### src/rtl/tlb_rand_pkg.sv
package tlb_rand_pkg;
  // strobes from sequencing control into the datapath
  typedef struct packed {
    logic start;   // accept request: advance seed, load divider
    logic step;    // one divider iteration
    logic finish;  // last iteration: publish index
  } randStrb_t;
endpackage

### src/rtl/tlb_rand_ctrl.sv
module tlb_rand_ctrl
  import tlb_rand_pkg::*;
#(
  parameter int ITER = 16
) (
  input  logic      clk,
  input  logic      rstN,
  input  logic      reqStrobe,
  output randStrb_t strb
);
  localparam int CNT_W = (ITER > 1) ? $clog2(ITER) : 1;

  typedef enum logic {IDLE, RUN} ctrlState_t;
  ctrlState_t stateQ;
  logic [CNT_W-1:0] cntQ;

  always_comb begin
    strb.start  = (stateQ == IDLE) && reqStrobe;
    strb.step   = (stateQ == RUN);
    strb.finish = (stateQ == RUN) && (cntQ == CNT_W'(ITER - 1));
  end

  always_ff @(posedge clk or negedge rstN) begin
    if (!rstN) begin
      stateQ <= IDLE;
      cntQ   <= '0;
    end else if (strb.start) begin
      stateQ <= RUN;
      cntQ   <= '0;
    end else if (strb.finish) begin
      stateQ <= IDLE;
      cntQ   <= '0;
    end else if (strb.step) begin
      cntQ <= cntQ + 1'b1;
    end
  end

  AST_RUN_AFTER_ACCEPT: assert property (@(posedge clk) disable iff (!rstN)
    strb.start |=> (strb.step && !strb.start));
  AST_IDLE_AFTER_FINISH: assert property (@(posedge clk) disable iff (!rstN)
    strb.finish |=> !strb.step);
endmodule

### src/rtl/tlb_rand_dp.sv
module tlb_rand_dp
  import tlb_rand_pkg::*;
#(
  parameter int NUM_ENTRIES = 16,
  parameter int IDX_W       = 4,
  parameter int WIRED_W     = 5,
  parameter int SEED_W      = 32,
  parameter int SLICE_LO    = 16,
  parameter int SLICE_W     = 16,
  parameter int LCG_MUL     = 314159,
  parameter int LCG_INC     = 1
) (
  input  logic               clk,
  input  logic               rstN,
  input  randStrb_t          strb,
  input  logic [WIRED_W-1:0] wiredIn,
  output logic [IDX_W-1:0]   randIdx,
  output logic               idxValid
);
  localparam int REM_W = WIRED_W + 1;
  localparam logic [REM_W-1:0] N_ENT = REM_W'(NUM_ENTRIES);

  logic [SEED_W-1:0]  seedQ, seedNext;
  logic [SLICE_W-1:0] divQ;
  logic [REM_W-1:0]   remQ, remShift, remNew, span, wiredExt;
  logic [WIRED_W-1:0] wiredQ;
  logic               clampQ;
  logic [IDX_W-1:0]   finalIdx;

  // seed advance and range selection
  always_comb begin
    seedNext = seedQ * SEED_W'(LCG_MUL) + SEED_W'(LCG_INC);
    wiredExt = {1'b0, wiredQ};
    clampQ   = (wiredExt >= N_ENT);
    span     = clampQ ? REM_W'(1) : (N_ENT - wiredExt);
  end

  // one restoring-division step per cycle
  always_comb begin
    remShift = {remQ[REM_W-2:0], divQ[SLICE_W-1]};
    remNew   = (remShift >= span) ? (remShift - span) : remShift;
    finalIdx = clampQ ? IDX_W'(NUM_ENTRIES - 1) : IDX_W'(remNew + wiredExt);
  end

  always_ff @(posedge clk or negedge rstN) begin
    if (!rstN) begin
      seedQ    <= '0;
      divQ     <= '0;
      remQ     <= '0;
      wiredQ   <= '0;
      randIdx  <= '0;
      idxValid <= 1'b0;
    end else if (strb.start) begin
      seedQ    <= seedNext;
      divQ     <= seedNext[SLICE_LO +: SLICE_W];
      remQ     <= '0;
      wiredQ   <= wiredIn;
      idxValid <= 1'b0;
    end else if (strb.step) begin
      remQ <= remNew;
      divQ <= {divQ[SLICE_W-2:0], 1'b0};
      if (strb.finish) begin
        randIdx  <= finalIdx;
        idxValid <= 1'b1;
      end
    end
  end

  AST_IDX_NOT_WIRED: assert property (@(posedge clk) disable iff (!rstN)
    (idxValid && !clampQ) |-> ({{(REM_W-IDX_W){1'b0}}, randIdx} >= wiredExt));
  AST_CLAMP_TOP: assert property (@(posedge clk) disable iff (!rstN)
    (idxValid && clampQ) |-> (randIdx == IDX_W'(NUM_ENTRIES - 1)));
  AST_SEED_HOLD: assert property (@(posedge clk) disable iff (!rstN)
    !strb.start |=> $stable(seedQ));
  AST_REM_BELOW_SPAN: assert property (@(posedge clk) disable iff (!rstN)
    strb.step |=> (remQ < span));
  AST_VALID_CAUSE: assert property (@(posedge clk) disable iff (!rstN)
    $rose(idxValid) |-> $past(strb.finish));
endmodule

### src/rtl/tlb_rand_index.sv
module tlb_rand_index
  import tlb_rand_pkg::*;
#(
  parameter int NUM_ENTRIES = 16,
  parameter int IDX_W       = $clog2(NUM_ENTRIES),
  parameter int WIRED_W     = IDX_W + 1
) (
  input  logic               clk,
  input  logic               rstN,
  input  logic               reqStrobe,
  input  logic [WIRED_W-1:0] wiredIn,
  output logic [IDX_W-1:0]   randIdx,
  output logic               idxValid
);
  localparam int SLICE_W = 16;

  randStrb_t strb;

  tlb_rand_ctrl #(.ITER(SLICE_W)) uCtrl (
    .clk(clk), .rstN(rstN), .reqStrobe(reqStrobe), .strb(strb)
  );

  tlb_rand_dp #(
    .NUM_ENTRIES(NUM_ENTRIES), .IDX_W(IDX_W), .WIRED_W(WIRED_W),
    .SEED_W(32), .SLICE_LO(16), .SLICE_W(SLICE_W),
    .LCG_MUL(314159), .LCG_INC(1)
  ) uDp (
    .clk(clk), .rstN(rstN), .strb(strb), .wiredIn(wiredIn),
    .randIdx(randIdx), .idxValid(idxValid)
  );
endmodule

### config.mk
export PLATFORM = sky130hd
export DESIGN_NAME = tlb_rand_index
export DESIGN_NICKNAME = d
export VERILOG_FILES = /design/src/rtl/tlb_rand_pkg.sv /design/src/rtl/tlb_rand_ctrl.sv /design/src/rtl/tlb_rand_dp.sv /design/src/rtl/tlb_rand_index.sv
export SDC_FILE = /design/constraint.sdc
export NUM_CORES = 1
export LEC_CHECK = 0
export ABC_AREA = 1
export BUFFER_PORTS_ARGS = -buffer_cell sky130_fd_sc_hd__buf_2
export CAP_MARGIN = 0
export CORE_UTILIZATION = 60
export CTS_BUF_LIST = sky130_fd_sc_hd__clkbuf_2 sky130_fd_sc_hd__clkbuf_4 sky130_fd_sc_hd__clkbuf_8
export CTS_CLUSTER_DIAMETER = 30
export DETAILED_ROUTE_END_ITERATION = 6
export PLACE_DENSITY = 0.76
export REMOVE_ABC_BUFFERS = 1
export SYNTH_ARGS = -nofsm -noshare
export SYNTH_HDL_FRONTEND = slang
export SYNTH_SLANG_ARGS = --single-unit
export TNS_END_PERCENT = 5
### constraint.sdc
create_clock -name clk -period 5.8 [get_ports clk]
set_input_delay 1.16 -clock clk [delete_from_list [all_inputs] [get_ports clk]]
set_output_delay 1.16 -clock clk [all_outputs]
set_load 0.05 [all_outputs]
==> impl_metrics.yaml, run 1 <==
cts:
  cts-buffers-inserted: 9
  numClockSinks: 68
  cts_max_level: 3
  cts_hold_repair.buffers: 0
  worstSkewPairLatency_ns: 0.39
  clk_pin_slew_ns: 0.10
  cts_tree: "built"
  root_buffer: "sky130_fd_sc_hd__clkbuf_8"
  cts_buffer_depth: 2
sta:
  minimum_hold_slack_ns: 0.502
  timing_max_transition_violations_final: 0
  fin_crit_sh: 0.967
  setup_repair_after_global_routing_missed_its_margin: "yes"
  tightest_slew_ns: 0.968
  slew_headroom: 0.350
  skew_ns: 0.0226
  max_freq_mhz: 178
  final_critical_delay_including_setup_and_external_delays_ns: 5.61
  final_count_of_negative_setup_slack_endpoints: 0
  hold_violations: 0
worst_setup_path:
  cpMaxStageDelayCell: "sky130_fd_sc_hd__fa_1"
  cp_data_required_time_ns: 6.04
  biggest_cell_delay_along_the_critical_path_ns: 0.59
  path_class: "flop to flop"
  path_cells: "inv_1 > fa_1 > inv_1 > ha_1 > inv_1 > fa_1 > inv_1 > fa_1 > fa_1 > inv_1 > fa_1 > inv_1 > ha_1 > nand2_1 > nor2_1 > inv_1 > nor2_2 > nand4_1 > nand3_1 > a21oi_1 > o21ai_2 > nand3_1"
  path_delay_family: "adder cells"
  crit_arrival_ns: 5.85
  startpoint_type: "flop"
  worstPathMaxFanout: 6
  worst_setup_path_end_kind: "flop"
  cpMostUsedCell: "sky130_fd_sc_hd__inv_1"
  timing.critical_path.buf_inv: 7
synthesis:
  synth_seq_area_share: 0.142
  cell_type_with_the_highest_aggregate_area_in_the_netlist: "sky130_fd_sc_hd__fa_1"
  synth_commonest_cells: "467 x sky130_fd_sc_hd__inv_1, 218 x sky130_fd_sc_hd__nand2_1, 184 x sky130_fd_sc_hd__fa_1"
  number_of_flops_mapped_to_enable_cells_by_yosys: 0
  netlist_area_sq_um: 11900
  avg_inst_size_synth_sq_um: 8.29
  synth_cells: 1440
  yosys.cell_count.top_type: "sky130_fd_sc_hd__inv_1"
  synth_seq_cells: 68
  portion_of_synthesized_cell_area_occupied_by_the_leading_cell_type: 0.308
  synthesis_warnings: 0
  ys.flop_type: "sky130_fd_sc_hd__dfrtp_1"
  synth_cell_types: 47
  leading_cell_types_by_total_area_after_synthesis: "sky130_fd_sc_hd__fa_1 31%, sky130_fd_sc_hd__ha_1 16%, sky130_fd_sc_hd__inv_1 15%"
  synth-async-reset-ratio: 1.00
grt:
  grt_first_pass_wirelength_um: 47700
  via_count_of_the_first_global_routing_pass: 9343
  antenna_found_initial: 0
  grt_max_degree: 69
  grt_usage: 0.311
  globalRouteOverflowTotal: 0
route:
  routed-via-count: 9035
  drtAntennaViolNets: 0
  route.detailed.drc: 0
  viasPerCell: 5.17
  dr_wl_cell_um: 16.5
  routed_wl_um: 28900
  drt_iter0_drc: 524
  first_pass_iters: 5
floorplanning:
  die_area_sq_um: 20500
  design.core.area_sq_um: 19500
  design.portCount: 13
  floorplan.initialDensity: 0.614
  die_h_um: 143
  die_width_um: 143
  core.rowCount: 51
place:
  place.port_buffers: 12
  dpl.hpwl_um: 24700
  globalplace.congestion: 0.937
  placed_area_sq_um: 12400
final_layout:
  n_antenna_cell: 0
  layout-drive-gt1-share: 0.0836
  nFillCells: 1723
  final_core_utilization: 0.655
  final_nets: 1828
  layout-area-overhead-vs-synth_pct: 6.82
  post-route-cell-area_sq_um: 12800
min_path:
  hold_class: "flop to flop"
job:
  drv_cap: 0
outcome:
  run_status: "finished clean"
-- path summary, 6_finish.rpt --
kind	to	start	cells after the start	slack (ns)
max	uDp.divQ[6]$_DFFE_PN0P_	uDp.seedQ[14]$_DFFE_PN0P_	22	0.19
min	uDp.idxValid$_DFFE_PN0P_	uDp.idxValid$_DFFE_PN0P_	2	0.50
max reg2reg	uDp.divQ[6]$_DFFE_PN0P_	uDp.seedQ[14]$_DFFE_PN0P_	22	0.19
min reg2reg	uDp.idxValid$_DFFE_PN0P_	uDp.idxValid$_DFFE_PN0P_	2	0.50
max in group asynchronous	uDp.seedQ[13]$_DFFE_PN0P_	rstN	2	4.14
min in group asynchronous	uDp.seedQ[6]$_DFFE_PN0P_	rstN	2	1.00
-- what timing repair did --
| item | 4_1_cts | 5_1_grt |
|---|---|---|
| setup endpoints to repair | 0 | 18 |
| resized for setup | 0 | 15 |
| setup buffers | 0 | 11 |
-- registers in the layout, indices dropped and copies added (netlist names) --
register      flops
uDp.divQ         16
uDp.wiredQ        5
uDp.idxValid      1
uCtrl.cntQ        4
uCtrl.stateQ      1
uDp.seedQ        32
uDp.randIdx       4
uDp.remQ          5
-- layer usage --
layer	routed length [um]	GRT usage	share of wire	vias to the layer above
met5	0	0	0	-
met4	643	0.0866	0.022	0
met3	1290	0.0332	0.045	43
met2	14000	0.520	0.49	201
met1	12900	0.429	0.45	4431
li1	-	-	-	4360
-- cell families after synthesis --
group | synth area share
AOI/OAI and AO/OA | 0.0727
xor gates and xnor gates | 0.0139
adders and majority gates | 0.473
buffers and inverters | 0.154
DFF | 0.142
and+or+nand+nor | 0.144
-- cell type report --
class	instances	area, sq um	share of cell area
clock buffers	10	138	0.0108
clock inverters	6	95.1	0.00745
inverters	475	1800	0.141
multi-input cells	886	8420	0.660
flip-flops and latches	68	1710	0.134
well taps	265	332	0.0260
repair buffers	39	263	0.0206
-- stage by stage --
stage / setup WS (ns) / instances / setup TNS, ns
after floorplan: 0.828 / 1429 / 0
after global routing: -0.00714 / 1749 / -0.00714
after detailed placement: 0.0732 / 1722 / 0
after global placement: 0.0552 / 1722 / 0
final: 0.194 / 1749 / 0
after CTS: 0.0570 / 1738 / 0
-- worst register-to-register path: cells and delay by family (launching register included) --
| family | cells | cell delay, ns |
|---|---|---|
| AOI/OAI and AO/OA | 2 | 0.26 |
| adders and majority gates | 7 | 3.23 |
| buffers and inverters | 7 | 0.59 |
| DFF | 1 | 0.47 |
| and+or+nand+nor | 6 | 0.90 |
-- placed cells by master, fill, tap and decap left out, drive strengths merged, types with 4 or more instances in the layout --
| cell type | instances |
|---|---|
| inv | 472 |
| nand2 | 225 |
| fa | 184 |
| ha | 157 |
| dfrtp | 68 |
| nor2 | 66 |
| nand3 | 65 |
| o21ai | 58 |
| a21oi | 46 |
| buf | 39 |
| nand4 | 16 |
| xnor2 | 11 |
| clkbuf | 10 |
| xor2 | 8 |
| o21bai | 8 |
| a22oi | 7 |
| nand3b | 7 |
| a21boi | 5 |
| clkinvlp | 4 |
| o22ai | 4 |
Power of run 1 is not shown: default switching activity piles up to over one toggle a cycle in this logic, so the estimate is an artifact.
==> inputs of run 2 (changes only) <==
--- a/config.mk
+++ b/config.mk
@@ -6,14 +6,16 @@
 export NUM_CORES = 1
 export LEC_CHECK = 0
 export ABC_AREA = 1
+export ABC_CLOCK_PERIOD_IN_PS = 5800
 export BUFFER_PORTS_ARGS = -buffer_cell sky130_fd_sc_hd__buf_2
 export CAP_MARGIN = 0
-export CORE_UTILIZATION = 60
+export CELL_PAD_IN_SITES_DETAIL_PLACEMENT = 1
+export CELL_PAD_IN_SITES_GLOBAL_PLACEMENT = 1
+export CORE_UTILIZATION = 52
 export CTS_BUF_LIST = sky130_fd_sc_hd__clkbuf_2 sky130_fd_sc_hd__clkbuf_4 sky130_fd_sc_hd__clkbuf_8
 export CTS_CLUSTER_DIAMETER = 30
 export DETAILED_ROUTE_END_ITERATION = 6
-export PLACE_DENSITY = 0.76
-export REMOVE_ABC_BUFFERS = 1
+export PLACE_DENSITY_LB_ADDON = 0.1
 export SYNTH_ARGS = -nofsm -noshare
 export SYNTH_HDL_FRONTEND = slang
 export SYNTH_SLANG_ARGS = --single-unit
==> run 2 against run 1 <==
Compared with the run above:
- sequential share of layout area fell by 0.18 points
- first-iteration DRC count decreased by 24%
- count of clock-buffer cells in the layout down 1
- wire length rose by 18%
- maximum frequency shrank 1.5%
- worst setup slack lost 0.085 ns
- worst hold slack worse by 0.0083 ns
- die area up 15%
==> impl_metrics.yaml, run 2 (synthesis gave the netlist of run 1 again) <==
outcome:
  run_status: "finished clean"
cts:
  clk_pin_slew_ns: 0.10
  cts_max_level: 3
  cts_hold_repair.buffers: 0
  cts_buffer_depth: 2
  cts_tree: "built"
  root_buffer: "sky130_fd_sc_hd__clkbuf_8"
  cts-buffers-inserted: 9
  worstSkewPairLatency_ns: 0.39
  numClockSinks: 68
final_layout:
  layout_top_registers: "uDp.seedQ x32, uDp.divQ x16"
  layout-area-overhead-vs-synth_pct: 8.05
  final_nets: 1839
  top_register: "uDp.seedQ"
  layout.cells.most_common: "sky130_fd_sc_hd__inv_1"
  n_antenna_cell: 0
  final_core_utilization: 0.572
  layout-drive-gt1-share: 0.0957
  largest_reg_flops: 32
  nFillCells: 2768
  final_cell_mix: "462 x sky130_fd_sc_hd__inv_1, 218 x sky130_fd_sc_hd__nand2_1, 184 x sky130_fd_sc_hd__fa_1"
worst_setup_path:
  r2r_end: "uDp.divQ[7]$_DFFE_PN0P_"
  rr_startpoint: "uDp.seedQ[12]$_DFFE_PN0P_"
  path_cells: "clkinvlp_4 > fa_1 > inv_1 > ha_1 > inv_1 > fa_1 > inv_1 > fa_1 > fa_1 > inv_1 > fa_1 > inv_1 > ha_1 > nand2_1 > nor2_2 > inv_2 > nor2_4 > nand3_1 > nand3b_1 > a21oi_1 > o21ai_2 > nand3_1"
  cp_data_required_time_ns: 6.04
  worst_setup_path_end_kind: "flop"
  startpoint_type: "flop"
  cpMaxStageDelayCell: "sky130_fd_sc_hd__fa_1"
  crit_arrival_ns: 5.93
  timing.reg2reg.worst_path_depth: 22
  path_class: "flop to flop"
  worstPathMaxFanout: 6
  timing.critical_path.buf_inv: 7
  worst_setup_slack_for_register_to_register_paths_ns: 0.11
  path_delay_family: "adder cells"
  biggest_cell_delay_along_the_critical_path_ns: 0.58
floorplanning:
  die_area_sq_um: 23600
  design.core.area_sq_um: 22600
  floorplan.initialDensity: 0.529
  die_width_um: 154
  core.rowCount: 55
  design.portCount: 13
  die_h_um: 154
route:
  drtAntennaViolNets: 0
  route.detailed.drc: 0
  routed-via-count: 9377
  viasPerCell: 5.27
  drt_iter0_drc: 398
  first_pass_iters: 4
  routed_wl_um: 34200
  dr_wl_cell_um: 19.2
min_path:
  hold_path_depth: 2
  hold_end: "uDp.idxValid$_DFFE_PN0P_"
  worst_hold_startpoint: "uDp.idxValid$_DFFE_PN0P_"
  hold_class: "flop to flop"
grt:
  grt_usage: 0.311
  grt_max_degree: 69
  via_count_of_the_first_global_routing_pass: 10500
  globalRouteOverflowTotal: 0
  grt_first_pass_wirelength_um: 55400
  antenna_found_initial: 0
sta:
  fin_crit_sh: 0.981
  hold_violations: 0
  max_freq_mhz: 176
  skew_ns: 0.0223
  final_critical_delay_including_setup_and_external_delays_ns: 5.69
  final.setup.tns_ns: 0
  setup_repair_after_global_routing_missed_its_margin: "yes"
  final_count_of_negative_setup_slack_endpoints: 0
  postLayoutSetupSlackWorst_ns: 0.109
  tightest_slew_ns: 1.03
  timing_max_transition_violations_final: 0
  slew_headroom: 0.310
place:
  globalplace.congestion: 0.907
  pre_cts_slack_ns: -0.0778
  dpl.hpwl_um: 29100
  place.port_buffers: 12
job:
  drv_cap: 0
synthesis:
  synthesis.nets: 1789
run 2: cell types whose count changed in the layout (fill, tap and decap cells not counted), moves of 3 or more:
cell                      previous run  this run
sky130_fd_sc_hd__a21oi_1            37        33
sky130_fd_sc_hd__a21oi_2             8        12
sky130_fd_sc_hd__buf_4              27        39
sky130_fd_sc_hd__dfrtp_1            60        63
sky130_fd_sc_hd__dfrtp_2             8         5
run 2: through the flow:
stage               hold WS [ns]  cells  instance area, sq um
floorplan                  0.450   1440                 11900
global placement           0.461   1748                 12500
detailed placement         0.469   1748                 12500
CTS                        0.500   1767                 12700
global route               0.537   1780                 12900
finish                     0.493   1780                 12900
run 2: how the worst max path moves through the flow:
stage          slack, ns                   endpoint  depth (start not counted)                       from
2_1_floorplan       0.94  uDp.seedQ[14]$_DFFE_PN0P_                         20  uDp.seedQ[10]$_DFFE_PN0P_
3_3_place_gp       -0.04    uDp.divQ[7]$_DFFE_PN0P_                         20  uDp.seedQ[11]$_DFFE_PN0P_
3_5_place_dp       -0.08    uDp.divQ[7]$_DFFE_PN0P_                         21  uDp.seedQ[17]$_DFFE_PN0P_
4_1_cts            0.002    uDp.divQ[7]$_DFFE_PN0P_                         21  uDp.seedQ[11]$_DFFE_PN0P_
5_1_grt            -0.09    uDp.divQ[7]$_DFFE_PN0P_                         21  uDp.seedQ[11]$_DFFE_PN0P_
6_report            0.11    uDp.divQ[7]$_DFFE_PN0P_                         22  uDp.seedQ[12]$_DFFE_PN0P_
run 2: area by class of cell:
type	count	area [sq um]	share of cell area
clock inverter	7	105	0.00815
clock buffer	9	124	0.00960
inverter	475	1800	0.140
timing repair buffer	50	348	0.0270
sequential	68	1710	0.132
multi-input combinational	886	8460	0.656
tap	285	357	0.0276
run 2: worst min-delay path: cells and delay by family, from the launching register on:
family,cells,cell delay [ns]
DFF,1,0.36
and+or+nand+nor,2,0.11
run 2: per-layer routing:
metal | share of wire | global-route usage
met5 | 0 | 0
met2 | 0.50 | 0.533
met4 | 0.036 | 0.113
met1 | 0.43 | 0.402
met3 | 0.033 | 0.0420
run 2: timing repair:
item,CTS,global route
gates cloned,0,0
buffers inserted,3,13
pin swaps,0,1
gates resized for setup,4,20
endpoints found under the setup margin,3,29
Power of run 2 is left out for the same reason.
